==> src/rtl/split_bus_arbiter_pkg.sv <==
package split_bus_arbiter_pkg;

    // Arbiter phase: nobody granted, grant held while end-of-transfer is low,
    // final granted cycle (next winner is chosen at its closing edge).
    typedef enum logic [1:0] {
        ARB_IDLE = 2'd0,
        ARB_HOLD = 2'd1,
        ARB_LAST = 2'd2
    } arb_phase_e;

    // Source of the decision taken at an arbitration edge.
    typedef enum logic [1:0] {
        WIN_NONE  = 2'd0,
        WIN_ANSW  = 2'd1,
        WIN_ORDER = 2'd2
    } win_src_e;

    function automatic int unsigned idx_width(input int unsigned n);
        return (n < 2) ? 1 : $clog2(n);
    endfunction

endpackage

==> src/rtl/arb_req_front.sv <==
module arb_req_front #(
    parameter int unsigned N = 4
) (
    input  logic [N-1:0] req_hi_n,
    input  logic [N-1:0] req_lo_n,
    input  logic [N-1:0] eot_n,
    input  logic         lock_n,
    input  logic [N-1:0] owner_mask,
    output logic [N-1:0] hi_elig,
    output logic [N-1:0] lo_elig,
    output logic [N-1:0] eot_act
);
    // Active-low lines are turned into active-high eligibility.
    // The current master's stale request is masked out.
    // Lock suppresses only order requests.
    always_comb begin
        hi_elig = ~req_hi_n & ~owner_mask;
        lo_elig = lock_n ? (~req_lo_n & ~owner_mask) : '0;
        eot_act = ~eot_n;
    end
endmodule

==> src/rtl/arb_rr_pick.sv <==
module arb_rr_pick #(
    parameter int unsigned N  = 4,
    parameter int unsigned IW = 2
) (
    input  logic [N-1:0]  req,
    input  logic [IW-1:0] last_idx,
    output logic          valid,
    output logic [IW-1:0] idx
);
    always_comb begin
        valid = 1'b0;
        idx   = '0;
        for (int k = 1; k <= int'(N); k++) begin
            int cand;
            cand = (int'(last_idx) + k) % int'(N);
            if (!valid && req[IW'(cand)]) begin
                valid = 1'b1;
                idx   = IW'(cand);
            end
        end
    end
endmodule

==> src/rtl/arb_grant_fsm.sv <==
module arb_grant_fsm
    import split_bus_arbiter_pkg::*;
#(
    parameter int unsigned N  = 4,
    parameter int unsigned IW = 2
) (
    input  logic          clk,
    input  logic          rst,
    input  logic          hi_valid,
    input  logic [IW-1:0] hi_idx,
    input  logic          lo_valid,
    input  logic [IW-1:0] lo_idx,
    input  logic [N-1:0]  eot_act,
    output logic [IW-1:0] last_idx,
    output logic [N-1:0]  owner_mask,
    output logic [N-1:0]  grant_act
);
    localparam logic [IW-1:0] RESET_LAST = IW'(N - 1);

    arb_phase_e    phase;
    logic [IW-1:0] owner;
    win_src_e      win;
    logic [IW-1:0] win_idx;

    always_comb begin
        if (hi_valid) begin
            win     = WIN_ANSW;
            win_idx = hi_idx;
        end else if (lo_valid) begin
            win     = WIN_ORDER;
            win_idx = lo_idx;
        end else begin
            win     = WIN_NONE;
            win_idx = '0;
        end
    end

    always_ff @(posedge clk) begin
        if (rst) begin
            phase    <= ARB_IDLE;
            owner    <= '0;
            last_idx <= RESET_LAST;
        end else begin
            case (phase)
                ARB_HOLD: begin
                    if (!eot_act[owner]) phase <= ARB_LAST;
                end
                default: begin
                    if (win != WIN_NONE) begin
                        owner    <= win_idx;
                        last_idx <= win_idx;
                        phase    <= eot_act[win_idx] ? ARB_HOLD : ARB_LAST;
                    end else begin
                        phase <= ARB_IDLE;
                    end
                end
            endcase
        end
    end

    always_comb begin
        grant_act  = (phase != ARB_IDLE) ? (N'(1) << owner) : '0;
        owner_mask = grant_act;
    end
endmodule

==> src/rtl/split_bus_arbiter.sv <==
module split_bus_arbiter
    import split_bus_arbiter_pkg::*;
#(
    parameter int unsigned N = 4
) (
    input  logic         clk,
    input  logic         rst,
    input  logic [N-1:0] req_hi_n,
    input  logic [N-1:0] req_lo_n,
    input  logic [N-1:0] eot_n,
    input  logic         lock_n,
    output logic [N-1:0] grant_n
);
    localparam int unsigned IW = idx_width(N);

    logic [N-1:0]  hi_elig, lo_elig, eot_act, owner_mask, grant_act;
    logic [IW-1:0] last_idx, hi_idx, lo_idx;
    logic          hi_valid, lo_valid;

    arb_req_front #(.N(N)) front_i (
        .req_hi_n  (req_hi_n),
        .req_lo_n  (req_lo_n),
        .eot_n     (eot_n),
        .lock_n    (lock_n),
        .owner_mask(owner_mask),
        .hi_elig   (hi_elig),
        .lo_elig   (lo_elig),
        .eot_act   (eot_act)
    );

    arb_rr_pick #(.N(N), .IW(IW)) pick_hi_i (
        .req     (hi_elig),
        .last_idx(last_idx),
        .valid   (hi_valid),
        .idx     (hi_idx)
    );

    arb_rr_pick #(.N(N), .IW(IW)) pick_lo_i (
        .req     (lo_elig),
        .last_idx(last_idx),
        .valid   (lo_valid),
        .idx     (lo_idx)
    );

    arb_grant_fsm #(.N(N), .IW(IW)) fsm_i (
        .clk       (clk),
        .rst       (rst),
        .hi_valid  (hi_valid),
        .hi_idx    (hi_idx),
        .lo_valid  (lo_valid),
        .lo_idx    (lo_idx),
        .eot_act   (eot_act),
        .last_idx  (last_idx),
        .owner_mask(owner_mask),
        .grant_act (grant_act)
    );

    assign grant_n = ~grant_act;
endmodule

==> config.mk <==
export PLATFORM = sky130hd
export DESIGN_NAME = split_bus_arbiter
export DESIGN_NICKNAME = d
export VERILOG_FILES = /design/src/rtl/split_bus_arbiter_pkg.sv /design/src/rtl/arb_req_front.sv /design/src/rtl/arb_rr_pick.sv /design/src/rtl/arb_grant_fsm.sv /design/src/rtl/split_bus_arbiter.sv
export SDC_FILE = /design/constraint.sdc
export NUM_CORES = 1
export LEC_CHECK = 0
export ABC_AREA = 0
export CAP_MARGIN = 40
export CORE_UTILIZATION = 44
export CTS_CLUSTER_DIAMETER = 120
export DETAILED_ROUTE_END_ITERATION = 8
export PLACE_DENSITY = 0.8
export SYNTH_ARGS = -nofsm -noshare
export SYNTH_HDL_FRONTEND = slang
export SYNTH_SLANG_ARGS = --single-unit
==> constraint.sdc <==
create_clock -name clk -period 2.3 [get_ports clk]
set_input_delay 0.575 -clock clk [delete_from_list [all_inputs] [get_ports clk]]
set_output_delay 0.575 -clock clk [all_outputs]
set_load 0.01 [all_outputs]
==> impl_metrics.toml <==
[run_status]
status = "complete, no violations"

[route]
met3WireLength_um = 117
wl_met1_um = 1270
top_layer = "met4"
vias = 1163
routed_wl_um = 3130
vias_per_cell = 6.19
ant_nets = 0
dr.first_iter.drc_count = 42
drc = 0
dr_wl_met2_um = 1720
wl_per_cell_um = 16.6
drtPass1Iterations = 4

[critical_path]
worstRegToRegCells = 8
critPathSlowestCell = "clkdlybuf4s50_1"
cp-endpoint = "grant_n[1]"
r2r_slack_ns = 0.08
setup.worst_path.start = "fsm_i.owner[1]"
cp_data_arrival_time_ns = 1.68
crit_chain = "buf_4 > nor2_1 > buf_4 > inv_1 > clkdlybuf4s50_1"
startpoint_type = "register"
end_kind = "primary output"
r2r_start = "fsm_i.phase[1]"
crit_type = "register to primary output"
path_max_fanout = 11
slowest_delay_ns = 0.53
r2r-end = "fsm_i.phase[1]"
cpMostUsedCell = "buf_4"
required_ns = 1.73

[synth]
synth.area.top_cells = "dfxtp_1 (15%), mux2i_1 (6.1%), nand2_1 (5.9%)"
synth_flop_cell = "dfxtp_1"
synth_most_common_cell = "nand2_1"
syn_nets = 131
synth.top_cell.area_share_pct = 14.6
synth_edf_count = 0
seq_area_frac_synth_pct = 14.6
avgSynthCellArea_sq_um = 7.11
async_flop_share_pct = 0
postSynthCellCount = 116
synth_common_cells = "nand2_1 (13), inv_1 (12), nor2_1 (10)"
syn_area_sq_um = 825
yosysTopAreaCell = "dfxtp_1"
yosysWarnings = 0
ys_seq_elements = 6
ys_types = 42

[sta]
min_period_ns = 2.26
fin_ws_ns = 0.0447
maxSlewViolCount = 0
clock.fmax_mhz = 443
tightestPinTransition_ns = 0.537
hold_viol = 0
setup_tns_ns = 0
fin_crit_sh_pct = 98.1
relSlewSlack_pct = 63.6
setup_violations = 0
clock-skew-final_ns = 0.00168

[final_layout]
syn_to_final_growth_pct = 76.0
drive_gt1_share_pct = 36.2
diodes = 0
fin_util_pct = 83.2
finalInstanceArea_sq_um = 1450
nets = 180

[die]
initial_core_util_pct = 47.2
dieArea_sq_um = 2050
core_sq_um = 1750
die_x_um = 45.3
num_rows = 15
dieHeight_um = 45.3
boundaryPins = 19

[clock_network]
clock_sinks = 6
htreeDepth = 1
cts_buffer_depth = 2
cts_hold_buf = 0
cts.clk_slew.worst_paths_ns = 0.05
cts_root_buf = "clkbuf_4"
tritoncts = "built"
cts-buffers-inserted = 3
insertion_delay_ns = 0.24

[global_routing]
antenna_found_initial = 0
overflow = 0
grt_pass1_wl_um = 4750
grtUsageTotal_pct = 32.0
grt_pass1_vias = 1102
grt_max_degree = 12

[place]
postPlaceCellArea_sq_um = 1200
io_buffers = 18
post-dp-hpwl_um = 2100
place_ws_ns = -0.511
place_congestion = 0.886

[power]
internal-power_w = 0.000848
clock_power_share_pct = 6.0
p_comb_share_pct = 78.4
p_leak_nw = 0.658
seqPwrFrac_pct = 15.6
peakVddDrop_uv = 629
power_density_nw_per_um2 = 1110
switching_power_w = 0.000758
switching_share_pct = 47.2

[run]
cap_violations = 0

[worst_hold_path]
hold_class = "register to register"
-- kinds of logic after synthesis --
family,Yosys count,share of synthesized area (%)
compound gates,50,45.5
buf+inv,16,7.59
flops,6,14.6
mux,8,12.0
simple gates,36,20.3
-- state kept, by name, summed over array words and instances (netlist names) --
register / flops
fsm_i.owner: 2
fsm_i.phase: 2
fsm_i.last_idx: 2
-- layer usage --
metal	GRT usage, %	vias to the layer above
li1	-	555
met1	35.1	563
met2	58.8	43
met3	6.00	2
met4	13.9	0
met5	0	-
-- placed cells by master, fill, tap and decap left out, types with 3 or more instances in the layout --
master,netlist,routed
a21oi_2,0,3
clkbuf_4,0,3
o211ai_1,4,4
nor2_1,10,10
o21ai_0,7,5
o2111ai_1,3,3
mux2i_1,5,5
clkdlybuf4s50_1,0,10
buf_4,0,27
nand2_1,13,12
a21oi_1,8,5
dlymetal6s2s_1,0,6
inv_1,12,11
dfxtp_1,6,3
-- final cells by class --
cell class,count,area [sq um]
clock buffer,3,22.5
fill,106,294
inverter,12,45.0
multi-input combinational,94,802
sequential,6,126
tap,25,31.3
timing repair buffer,48,424
-- how the worst min path moves through the flow --
stage,start,to,slack [ns],cells after the start
4_1_cts,fsm_i.owner[1],fsm_i.owner[1],0.57,2
5_1_grt,fsm_i.owner[1],fsm_i.owner[1],0.61,2
6_report,fsm_i.owner[1],fsm_i.owner[1],0.57,2
3_3_place_gp,fsm_i.owner[1],fsm_i.owner[1],0.55,2
2_1_floorplan,fsm_i.owner[0],fsm_i.owner[0],0.52,2
3_5_place_dp,fsm_i.owner[1],fsm_i.owner[1],0.56,2
-- metrics by stage --
stage,total power (W),hold slack (ns),instances
final,0.00161,0.575,188
after global routing,0.00171,0.606,188
after CTS,0.00139,0.569,185
after detailed placement,0.00121,0.561,179
after global placement,0.00118,0.550,179
after floorplan,0.000799,0.524,116
-- critical path, delay by kind of cell, from the launching register on --
family / cells / cell delay, ns
flip-flops: 1 / 0.38
AND/OR/NAND/NOR: 1 / 0.09
buffers and inverters: 4 / 0.96
-- timing repair --
action,4_1_cts,5_1_grt
gates resized for setup,15,33
setup endpoints to repair,7,8
cloned,0,1
pin swaps,8,14
endpoints found under the hold margin,0,0
buffers inserted,3,2
-- power groups by stage --
stage,sequential [W],combinational (W),clock (W)
3_3_place_gp,0.000217,0.000967,0
4_1_cts,0.000229,0.00106,0.000100
3_5_place_dp,0.000219,0.000991,0
6_report,0.000251,0.00126,0.0000967
2_1_floorplan,0.000189,0.000610,0
5_1_grt,0.000259,0.00135,0.000107
Power figures use the tool's default switching activity.
